--- src/rtl/qe_seq.sv ---
module qe_seq #(
  parameter int GAP       = 4,
  parameter int MAX_POLLS = 2000000
) (
  input  logic       clk,
  input  logic       rst_n,
  input  logic       start,
  input  logic [2:0] mode,
  output logic       spi_cs_n,
  output logic       byte_req,
  output logic [7:0] byte_out,
  input  logic       byte_ack,
  input  logic [7:0] byte_in,
  output logic       quad_ready,
  output logic       err,
  input  logic       qread_req,
  output logic       qread_grant
);
  localparam int GW = $clog2(GAP + 1);
  localparam int PW = $clog2(MAX_POLLS + 1);

  localparam logic [3:0] IDLE  = 4'd0;
  localparam logic [3:0] PAUSE = 4'd1;
  localparam logic [3:0] RD1   = 4'd2;
  localparam logic [3:0] RD2   = 4'd3;
  localparam logic [3:0] WREN  = 4'd4;
  localparam logic [3:0] WRSR  = 4'd5;
  localparam logic [3:0] POLL  = 4'd6;
  localparam logic [3:0] DONE  = 4'd7;
  localparam logic [3:0] ABORT = 4'd8;

  logic [3:0]    st, nxt;
  logic [1:0]    idx;
  logic [GW-1:0] gcnt;
  logic [PW-1:0] pcnt;
  logic [7:0]    sr1, sr2w;
  logic          check_first;

  wire idle = (st == IDLE) || (st == DONE) || (st == ABORT);
  wire cmd  = (st == RD1) || (st == RD2) || (st == WREN) || (st == WRSR) || (st == POLL);
  wire good = (mode == 3'b100) || (mode == 3'b101);
  wire [1:0] lastidx = (st == WREN) ? 2'd0 : (st == WRSR) ? 2'd2 : 2'd1;
  wire fin = cmd && byte_ack && (idx == lastidx);

  always_comb begin
    byte_out = 8'h00;
    case (st)
      RD1, POLL: byte_out = (idx == 2'd0) ? 8'h05 : 8'h00;
      RD2:       byte_out = (idx == 2'd0) ? 8'h35 : 8'h00;
      WREN:      byte_out = 8'h06;
      WRSR:      byte_out = (idx == 2'd0) ? 8'h01 : (idx == 2'd1) ? sr1 : sr2w;
      default:   byte_out = 8'h00;
    endcase
  end

  always_ff @(posedge clk) begin
    if (!rst_n) begin
      st          <= IDLE;
      nxt         <= IDLE;
      idx         <= '0;
      gcnt        <= '0;
      pcnt        <= '0;
      sr1         <= '0;
      sr2w        <= 8'h02;
      check_first <= 1'b0;
    end else begin
      if (cmd && byte_ack) idx <= fin ? 2'd0 : idx + 2'd1;
      case (st)
        IDLE, DONE, ABORT:
          if (start) begin
            st          <= good ? RD1 : ABORT;
            check_first <= mode[0];
            sr2w        <= 8'h02;
          end
        PAUSE:
          if (gcnt == GW'(GAP - 1)) st <= nxt;
          else gcnt <= gcnt + 1'b1;
        RD1:
          if (fin) begin
            sr1  <= byte_in;
            st   <= PAUSE;
            gcnt <= '0;
            nxt  <= check_first ? RD2 : WREN;
          end
        RD2:
          if (fin) begin
            if (byte_in[1]) st <= DONE;
            else begin
              sr2w <= byte_in | 8'h02;
              st   <= PAUSE;
              gcnt <= '0;
              nxt  <= WREN;
            end
          end
        WREN:
          if (fin) begin
            st   <= PAUSE;
            gcnt <= '0;
            nxt  <= WRSR;
          end
        WRSR:
          if (fin) begin
            st   <= PAUSE;
            gcnt <= '0;
            pcnt <= '0;
            nxt  <= POLL;
          end
        POLL:
          if (fin) begin
            if (!byte_in[0]) st <= DONE;
            else if (pcnt == PW'(MAX_POLLS - 1)) st <= ABORT;
            else begin
              pcnt <= pcnt + 1'b1;
              st   <= PAUSE;
              gcnt <= '0;
              nxt  <= POLL;
            end
          end
        default: st <= IDLE;
      endcase
    end
  end

  assign spi_cs_n    = ~cmd;
  assign byte_req    = cmd;
  assign quad_ready  = (st == DONE);
  assign err         = (st == ABORT);
  assign qread_grant = qread_req && quad_ready;
endmodule

--- config.mk ---
export PLATFORM = sky130hd
export DESIGN_NAME = qe_seq
export DESIGN_NICKNAME = d
export VERILOG_FILES = /design/src/rtl/qe_seq.sv
export SDC_FILE = /design/constraint.sdc
export NUM_CORES = 1
export LEC_CHECK = 0
export BUFFER_PORTS_ARGS = -buffer_cell sky130_fd_sc_hd__buf_2
export CORE_MARGIN = 2
export CORE_UTILIZATION = 60
export CTS_BUF_LIST = sky130_fd_sc_hd__clkbuf_8
export CTS_CLUSTER_SIZE = 30
export DETAILED_ROUTE_END_ITERATION = 16
export GPL_ROUTABILITY_DRIVEN = 0
export PLACE_DENSITY = 0.87
export SLEW_MARGIN = 20
export SYNTH_ARGS = -nofsm -noshare
export SYNTH_HDL_FRONTEND = slang
export SYNTH_SLANG_ARGS = --single-unit
export TNS_END_PERCENT = 100
--- constraint.sdc ---
create_clock -name clk -period 3.1 [get_ports clk]
set_clock_uncertainty 0.1 [all_clocks]
set_input_delay 0.465 -clock clk [delete_from_list [all_inputs] [get_ports clk]]
set_output_delay 0.465 -clock clk [all_outputs]
set_load 0.02 [all_outputs]
==> results of run 1 <==
cells by family (layout without fill, tap and decap cells):
family                     after synthesis  in the layout  synth area share
and+or+nand+nor                        157            157             0.297
AOI/OAI and AO/OA                       68             68             0.173
DFF                                     49             49             0.358
buffers and inverters                   32             53            0.0484
muxes                                   16             16            0.0589
xor gates and xnor gates                13             13            0.0416
adders and majority gates                5              5            0.0228
through the flow:
step	util	setup slack [ns]	total power, mW
final	0.683	0.352	1.86
after global routing	0.683	0.121	1.96
after CTS	0.683	0.221	1.84
after detailed placement	0.663	0.428	1.47
after global placement	0.663	0.556	1.45
after floorplan	-	0.720	1.31
cell type report:
cell class | count | share of cell area
timing repair buffer | 34 | 0.0618
multi-input combinational | 259 | 0.545
sequential | 49 | 0.328
inverter | 11 | 0.0138
clock buffer | 5 | 0.0230
tap | 52 | 0.0217
clock inverter | 3 | 0.00627
state kept, by name, summed over array words and instances, names as in the netlist:
signal,cells
check_first,1
pcnt,21
sr2w,7
sr1,8
idx,2
gcnt,3
st,4
nxt,3
timing repair:
action,CTS,global route
gates resized for setup,0,1
hold buffers,0,0
setup endpoints to repair,0,1
how the worst max path moves through the flow:
stage | from | to | slack, ns
2_1_floorplan | st[0]$_SDFFE_PN0P_ | byte_out[4] | 0.72
3_3_place_gp | st[2]$_SDFFE_PN0P_ | pcnt[3]$_SDFFE_PN0P_ | 0.56
3_5_place_dp | st[2]$_SDFFE_PN0P_ | pcnt[3]$_SDFFE_PN0P_ | 0.43
4_1_cts | st[0]$_SDFFE_PN0P_ | byte_out[4] | 0.22
5_1_grt | st[2]$_SDFFE_PN0P_ | pcnt[3]$_SDFFE_PN0P_ | 0.12
6_report | st[2]$_SDFFE_PN0P_ | pcnt[3]$_SDFFE_PN0P_ | 0.35
power groups by stage:
stage	Combinational [mW]	Sequential, mW	Clock [mW]
after global routing	0.769	0.783	0.408
after detailed placement	0.683	0.784	0
final	0.705	0.777	0.376
after global placement	0.672	0.780	0
after floorplan	0.604	0.707	0
after CTS	0.691	0.770	0.382
cell usage after synthesis (4+ instances only):
cell type,instances
a21oi_1,15
a22o_1,7
and2_1,5
and3_1,6
buf_2,4
clkbuf_1,16
dfxtp_1,49
ha_1,5
inv_1,11
mux2i_1,15
nand2_1,28
nand3_1,12
nand4_1,8
nor2_1,47
nor3_1,10
nor3b_1,4
nor4_1,14
o21ai_0,13
xnor2_1,12
layer usage:
layer | up-vias | GRT usage | part of all wire
met3 | 17 | 0.0802 | 0.083
met2 | 134 | 0.428 | 0.47
li1 | 1275 | - | -
met1 | 1181 | 0.362 | 0.43
met5 | - | 0 | 0
met4 | 0 | 0.111 | 0.019
==> out/results.tsv, run 1 <==
metric	value	unit
insertedDiodeCount	0	
grt_pass1_vias	2444	
regArea	982	um^2
worstHoldEndpoint	sr2w[4]$_SDFFE_PN0P_	
yosys.area.top_type_share	0.358	
num_vias	2607	
cts_buffers	5	
yosysTopAreaCell	dfxtp_1	
r2r_end	pcnt[3]$_SDFFE_PN0P_	
drc	0	
fillCellCount	357	
grt_pass1_wl	11.2	mm
cpPeakStageDelay	0.55	ns
clk_pin_slew	0.10	ns
synth_edf_count	0	
detailed_place_hpwl	4.64	mm
switchingPower	0.780	mW
synth_ff_type	dfxtp_1	
placed_cell_area	2910	um^2
grt_use_total	0.276	
reg2regPathDepth	6	
worstPathMaxFanout	13	
r2r-start	st[2]$_SDFFE_PN0P_	
p_comb_frac	0.380	
cts_buffer_depth	2	
worstPathCellList	or3b_4 > nor3_4 > o211ai_1 > nor2_1 > nand2_1 > o41ai_1	
power.share.switching	0.420	
fp.dieW	71.6	um
htree_levels	2	
synthArstFlopShare	0	
dp.cells	405	
wl_per_cell	15.9	um
powerDensity	621	nW/um^2
start_util	0.625	
pwr-share-clk	0.202	
rsz0062_at_grt	false	
ff2ff_setup_slack	0.35	ns
post-route-period-util	0.886	
holdWs	0.268	ns
critPathLaunchType	flip-flop	
period_needed	2.75	ns
port-buffer-count	28	
drt_pass1_iterations	7	
rows	24	
io_pins	29	
routed_wl	6.56	mm
crit_buf_inv	0	
timing.max_cap.violations	0	
status	finished, final reports clean	
area_growth	9.32	%
syn_avg_cell_area	8.06	um^2
critPathKind	reg2reg	
synth_cells	340	
hold_class	in2reg	
critPathTopFamily	simple AND/OR/NAND/NOR gates	
hp-start	byte_in[4]	
crit_required	3.21	ns
ys_types	55	
synth-seq-area-share	0.358	
fp.dieH	71.6	um
drt_iter0_drc	350	
synth.ff_latch_count	49	
cp_data_arrival_time	2.85	ns
final_common_cell	dfxtp_1	
syn-num-nets	361	
fp.coreArea	4380	um^2
leakage	1.10	nW
antenna_found_initial	0	
vdd_drop_max	355	uV
cp_num_cells	6	
cts-root-buf	clkbuf_8	
grt_overflow	0	
final_cell_area	2990	um^2
seqPwrFrac	0.418	
fin_tns_setup	0	ns
crit_slowest_cell	dfxtp_1	
cts_tree	yes	
yosysWarnings	0	
intPower	1.08	mW
setup_viol	0	
vias_per_cell	6.31	
hold_viol_final	0	
dieArea	5120	um^2
fmax	0.364	GHz
relSlewSlack	0.494	
clk_latency	0.31	ns
maxSlewViolCount	0	
holdPathStages	2	
drtAntennaViolNets	0	
drive_gt1_frac	0.147	
cts_setup_buffers	0	
synth_area_leaders	dfxtp_1 36%, nor2_1 6.4%, mux2i_1 5.5%	
multiInputGateArea	1630	um^2
final-instance-count-excl-fill	413	
grt_max_degree	21	
fin_nets	381	
tightest_slew	0.753	ns
final_cell_mix	48 x dfxtp_1, 47 x nor2_1, 28 x nand2_1, 28 x buf_2	
netlist_area	2740	um^2
critical_path.endpoint_type	flip-flop	
clock_sinks	49	
(Power assumes the default switching activity.)
==> run 2, diff against run 1 <==
- PLACE_DENSITY: 0.87 -> 0.81
==> out/results.tsv, run 2 (same netlist as run 1, synthesis figures left out) <==
metric	value	unit	change
ff2ff_setup_slack	0.51	ns	was 0.35 ns
relSlewSlack	0.490		was 0.494
rsz0062_at_grt	false		unchanged
powerDensity	643	nW/um^2	was 621 nW/um^2
timing.max_cap.violations	0		unchanged
clk_pin_slew	0.10	ns	about the same
period_needed	2.89	ns	was 2.75 ns
critPathKind	reg2out		was reg2reg
post-route-period-util	0.932		was 0.886
antenna_found_initial	0		unchanged
vdd_drop_max	294	uV	was 355 uV
hp-start	byte_in[4]		unchanged
insertedDiodeCount	0		unchanged
leakage	1.12	nW	was 1.10 nW
port-buffer-count	28		unchanged
ctsHoldBuffers	0		unchanged
cts.repair.resized	0		unchanged
drc	0		unchanged
drt_pass1_iterations	6		was 7
fin_tns_setup	0	ns	unchanged
cts_buffers	5		unchanged
fp.dieW	71.6	um	unchanged
crit_required	2.53	ns	was 3.21 ns
vias_per_cell	6.20		was 6.31
r2r-start	st[0]$_SDFFE_PN0P_		was st[2]$_SDFFE_PN0P_
grt_pass1_vias	2442		was 2444
dr_wl_met3	331	um	was 545 um
fp.coreArea	4380	um^2	unchanged
grt_max_degree	25		was 21
detailed_place_hpwl	4.60	mm	was 4.64 mm
final_common_cell	dfxtp_1		unchanged
tightest_slew	0.759	ns	was 0.753 ns
cts-root-buf	clkbuf_8		unchanged
regMostFlops	pcnt		unchanged
cts_buffer_depth	2		unchanged
top_layer	met4		unchanged
grt_pass1_wl	11.1	mm	was 11.2 mm
fp.dieH	71.6	um	unchanged
hold_class	in2reg		unchanged
clk_latency	0.30	ns	was 0.31 ns
fillCellCount	375		was 357
htree_levels	2		unchanged
final_cell_mix	49 x dfxtp_1, 47 x nor2_1, 28 x nand2_1, 28 x buf_2		was 48 x dfxtp_1, 47 x nor2_1, 28 x nand2_1, 28 x buf_2
largest_reg_flops	21		unchanged
reg2regPathDepth	6		unchanged
endpoint	byte_out[5]		was pcnt[3]$_SDFFE_PN0P_
fmax	0.346	GHz	was 0.364 GHz
rows	24		unchanged
met1_length	2.87	mm	was 2.79 mm
dp.cells	407		was 405
reg_top3	pcnt (21), sr1 (8), sr2w (7)		unchanged
cts_setup_buffers	0		unchanged
critPathLaunchType	flip-flop		unchanged
status	finished, final reports clean		unchanged
wl_per_cell	15.2	um	was 15.9 um
maxSlewViolCount	0		unchanged
area_growth	10.8	%	was 9.32%
worstPathMaxFanout	20		was 13
drt_iter0_drc	299		was 350
cp_data_arrival_time	2.32	ns	was 2.85 ns
cts_tree	yes		unchanged
drive_gt1_frac	0.152		was 0.147
io_pins	29		unchanged
r2r_end	pcnt[3]$_SDFFE_PN0P_		unchanged
critical_path.endpoint_type	output port		was flip-flop
grt_use_total	0.270		was 0.276
drtAntennaViolNets	0		unchanged
routed_wl	6.32	mm	was 6.56 mm
dieArea	5120	um^2	unchanged
crit_start	st[0]$_SDFFE_PN0P_		was st[2]$_SDFFE_PN0P_
clock_sinks	49		unchanged
fin_nets	383		was 381
setup_viol	0		unchanged
met2_length	3.05	mm	was 3.10 mm
grt_overflow	0		unchanged
hold_viol_final	0		unchanged
final-instance-count-excl-fill	415		was 413
num_vias	2574		was 2607
start_util	0.625		unchanged
==> run 2: critical path, cell delays in order (launching register included) <==
cell and delay [ns]:
dfxtp_1 0.70, nand2b_1 0.33, or4_1 0.59, o21ai_0 0.22, buf_2 0.19
==> run 2: report_power, final <==
part           total, mW  internal (mW)  switching (mW)  leakage, nW
clock              0.458          0.242           0.216       0.0543
sequential         0.715          0.668          0.0473        0.396
combinational      0.779          0.275           0.504        0.674
==> run 2: worst min path at each step <==
stage | endpoint | slack [ns] | cells past startpoint
2_1_floorplan | nxt[1]$_SDFFE_PN0P_ | 0.34 | 2
3_3_place_gp | nxt[1]$_SDFFE_PN0P_ | 0.36 | 2
3_5_place_dp | sr2w[7]$_SDFFE_PN0P_ | 0.37 | 1
4_1_cts | sr2w[7]$_SDFFE_PN0P_ | 0.28 | 2
5_1_grt | sr2w[7]$_SDFFE_PN0P_ | 0.28 | 2
6_report | sr2w[4]$_SDFFE_PN0P_ | 0.28 | 2
==> run 2: cell type report <==
| cell class | instances | area [um^2] | area share |
|---|---|---|---|
| multi-input cells | 259 | 1630 | 0.538 |
| flip-flops and latches | 49 | 981 | 0.323 |
| repair buffers | 36 | 200 | 0.0660 |
| clock buffers | 5 | 68.8 | 0.0227 |
| well taps | 52 | 65.1 | 0.0214 |
| clock inverters | 3 | 46.3 | 0.0153 |
| inverters | 11 | 41.3 | 0.0136 |
==> run 2: stage by stage <==
stage	total power [mW]	cell area, um^2	setup slack, ns	hold WS [ns]	utilization
final	1.95	3040	0.211	0.284	0.692
after floorplan	1.31	2740	0.720	0.336	-
after global placement	1.48	2920	0.591	0.358	0.666
after detailed placement	1.50	2920	0.567	0.365	0.666
after global routing	2.07	3040	0.0120	0.275	0.692
after CTS	1.96	3040	0.248	0.277	0.692
==> run 2: metal layers <==
| layer | up-vias | global-route usage |
|---|---|---|
| met1 | 1194 | 0.350 |
| met5 | - | 0 |
| met2 | 92 | 0.457 |
| met4 | 0 | 0.0881 |
| met3 | 9 | 0.0464 |
| li1 | 1279 | - |
==> run 3, diff against run 2 <==
==> constraint.sdc (replaced) <==
create_clock -name clk -period 3.1 [get_ports clk]
set_clock_uncertainty 0.1 [all_clocks]
set_input_delay 0.465 -clock clk [delete_from_list [all_inputs] [get_ports clk]]
set_output_delay 0.465 -clock clk [all_outputs]
set_load 0.01 [all_outputs]
==> out/results.tsv, run 3 (same netlist as run 1, synthesis figures left out) <==
metric	value	unit	change
grt_max_degree	21		was 25
ctsHoldBuffers	0		unchanged
largest_reg_flops	21		unchanged
area_growth	10.7	%	was 10.8%
cp_data_arrival_time	2.33	ns	was 2.32 ns
grt_overflow	0		unchanged
routed_wl	6.40	mm	was 6.32 mm
vdd_drop_max	273	uV	was 294 uV
drc	0		unchanged
cts-root-buf	clkbuf_8		unchanged
insertedDiodeCount	0		unchanged
antenna_found_initial	0		unchanged
hold_viol_final	0		unchanged
drive_gt1_frac	0.152		unchanged
cts_buffer_depth	2		unchanged
fp.dieW	71.6	um	unchanged
rsz0062_at_grt	false		unchanged
fp.dieH	71.6	um	unchanged
port-buffer-count	28		unchanged
hold_class	in2reg		unchanged
io_pins	29		unchanged
setup_viol	0		unchanged
reg_top3	pcnt (21), sr1 (8), sr2w (7)		unchanged
grt_pass1_wl	11.0	mm	was 11.1 mm
drtAntennaViolNets	0		unchanged
cts.repair.resized	0		unchanged
fin_nets	384		was 383
power	1.90	mW	was 1.95 mW
dieArea	5120	um^2	unchanged
detailed_place_hpwl	4.65	mm	was 4.60 mm
powerDensity	628	nW/um^2	was 643 nW/um^2
vias_per_cell	6.22		was 6.20
critPathKind	reg2out		unchanged
grt_use_total	0.267		was 0.270
period_needed	2.89	ns	about the same
drt_pass1_iterations	5		was 6
num_vias	2582		was 2574
cts_setup_buffers	0		unchanged
status	finished, final reports clean		unchanged
fin_tns_setup	0	ns	unchanged
wl_per_cell	15.4	um	was 15.2 um
clock_sinks	49		unchanged
post-route-period-util	0.933		was 0.932
final_common_cell	dfxtp_1		unchanged
fp.coreArea	4380	um^2	unchanged
drt_iter0_drc	215		was 299
clk_pin_slew	0.09	ns	was 0.10 ns
critical_path.endpoint_type	output port		unchanged
htree_levels	2		unchanged
clk_latency	0.31	ns	was 0.30 ns
final_cell_mix	49 x dfxtp_1, 47 x nor2_1, 28 x nand2_1, 28 x buf_2		unchanged
maxSlewViolCount	0		unchanged
cts_buffers	5		unchanged
tightest_slew	0.716	ns	was 0.759 ns
leakage	1.13	nW	was 1.12 nW
critPathLaunchType	flip-flop		unchanged
timing.max_cap.violations	0		unchanged
regMostFlops	pcnt		unchanged
fillCellCount	372		was 375
relSlewSlack	0.519		was 0.490
cts_tree	yes		unchanged
grt_pass1_vias	2375		was 2442
worstPathMaxFanout	20		unchanged
crit_required	2.53	ns	about the same
fmax	0.346	GHz	about the same
rows	24		unchanged
start_util	0.625		unchanged
## run 3: stage by stage
step                      worst slack, ns  cells  utilization  hold slack (ns)  instance area (um^2)
after floorplan                     0.778    340            -            0.336                  2740
after global placement              0.648    408        0.668            0.349                  2930
after detailed placement            0.574    408        0.668            0.364                  2930
after CTS                           0.245    415        0.691            0.278                  3030
after global routing               0.0397    415        0.691            0.277                  3030
final                               0.207    415        0.691            0.282                  3030
## run 3: layer usage
| metal | vias to the layer above | track usage | routed length, um |
|---|---|---|---|
| li1 | 1288 | - | - |
| met1 | 1180 | 0.369 | 2950 |
| met2 | 103 | 0.426 | 2930 |
| met3 | 11 | 0.0520 | 412 |
| met4 | 0 | 0.0797 | 108 |
| met5 | - | 0 | 0 |
## run 3: where the power goes
part / switching (mW) / internal (mW) / leakage (nW)
Sequential: 0.0503 / 0.668 / 0.396
Clock: 0.212 / 0.235 / 0.0540
Combinational: 0.463 / 0.276 / 0.679
Total: 0.725 / 1.18 / 1.13
## run 3: worst max-delay path: stages (launching register included)
cell,delay [ns]
dfxtp_1,0.72
nand2b_1,0.34
or4_1,0.57
o21ai_0,0.22
buf_2,0.16
## run 3: path summary, 6_finish.rpt
path	startpoint	slack, ns	cells after the start	end
worst max register to register	st[0]$_SDFFE_PN0P_	0.58	6	sr1[2]$_SDFFE_PN0P_
worst min-delay path	byte_in[3]	0.28	2	sr2w[3]$_SDFFE_PN0P_
worst min register to register	pcnt[1]$_SDFFE_PN0P_	0.39	2	pcnt[1]$_SDFFE_PN0P_
worst max-delay path	st[0]$_SDFFE_PN0P_	0.21	4	byte_out[5]
## run 3: cell type report
class	instances	area (um^2)	area share
sequential	49	981	0.324
clock inverter	2	35.0	0.0116
multi-input combinational	259	1630	0.539
tap	52	65.1	0.0215
timing repair buffer	37	208	0.0685
clock buffer	5	68.8	0.0227
inverter	11	41.3	0.0136
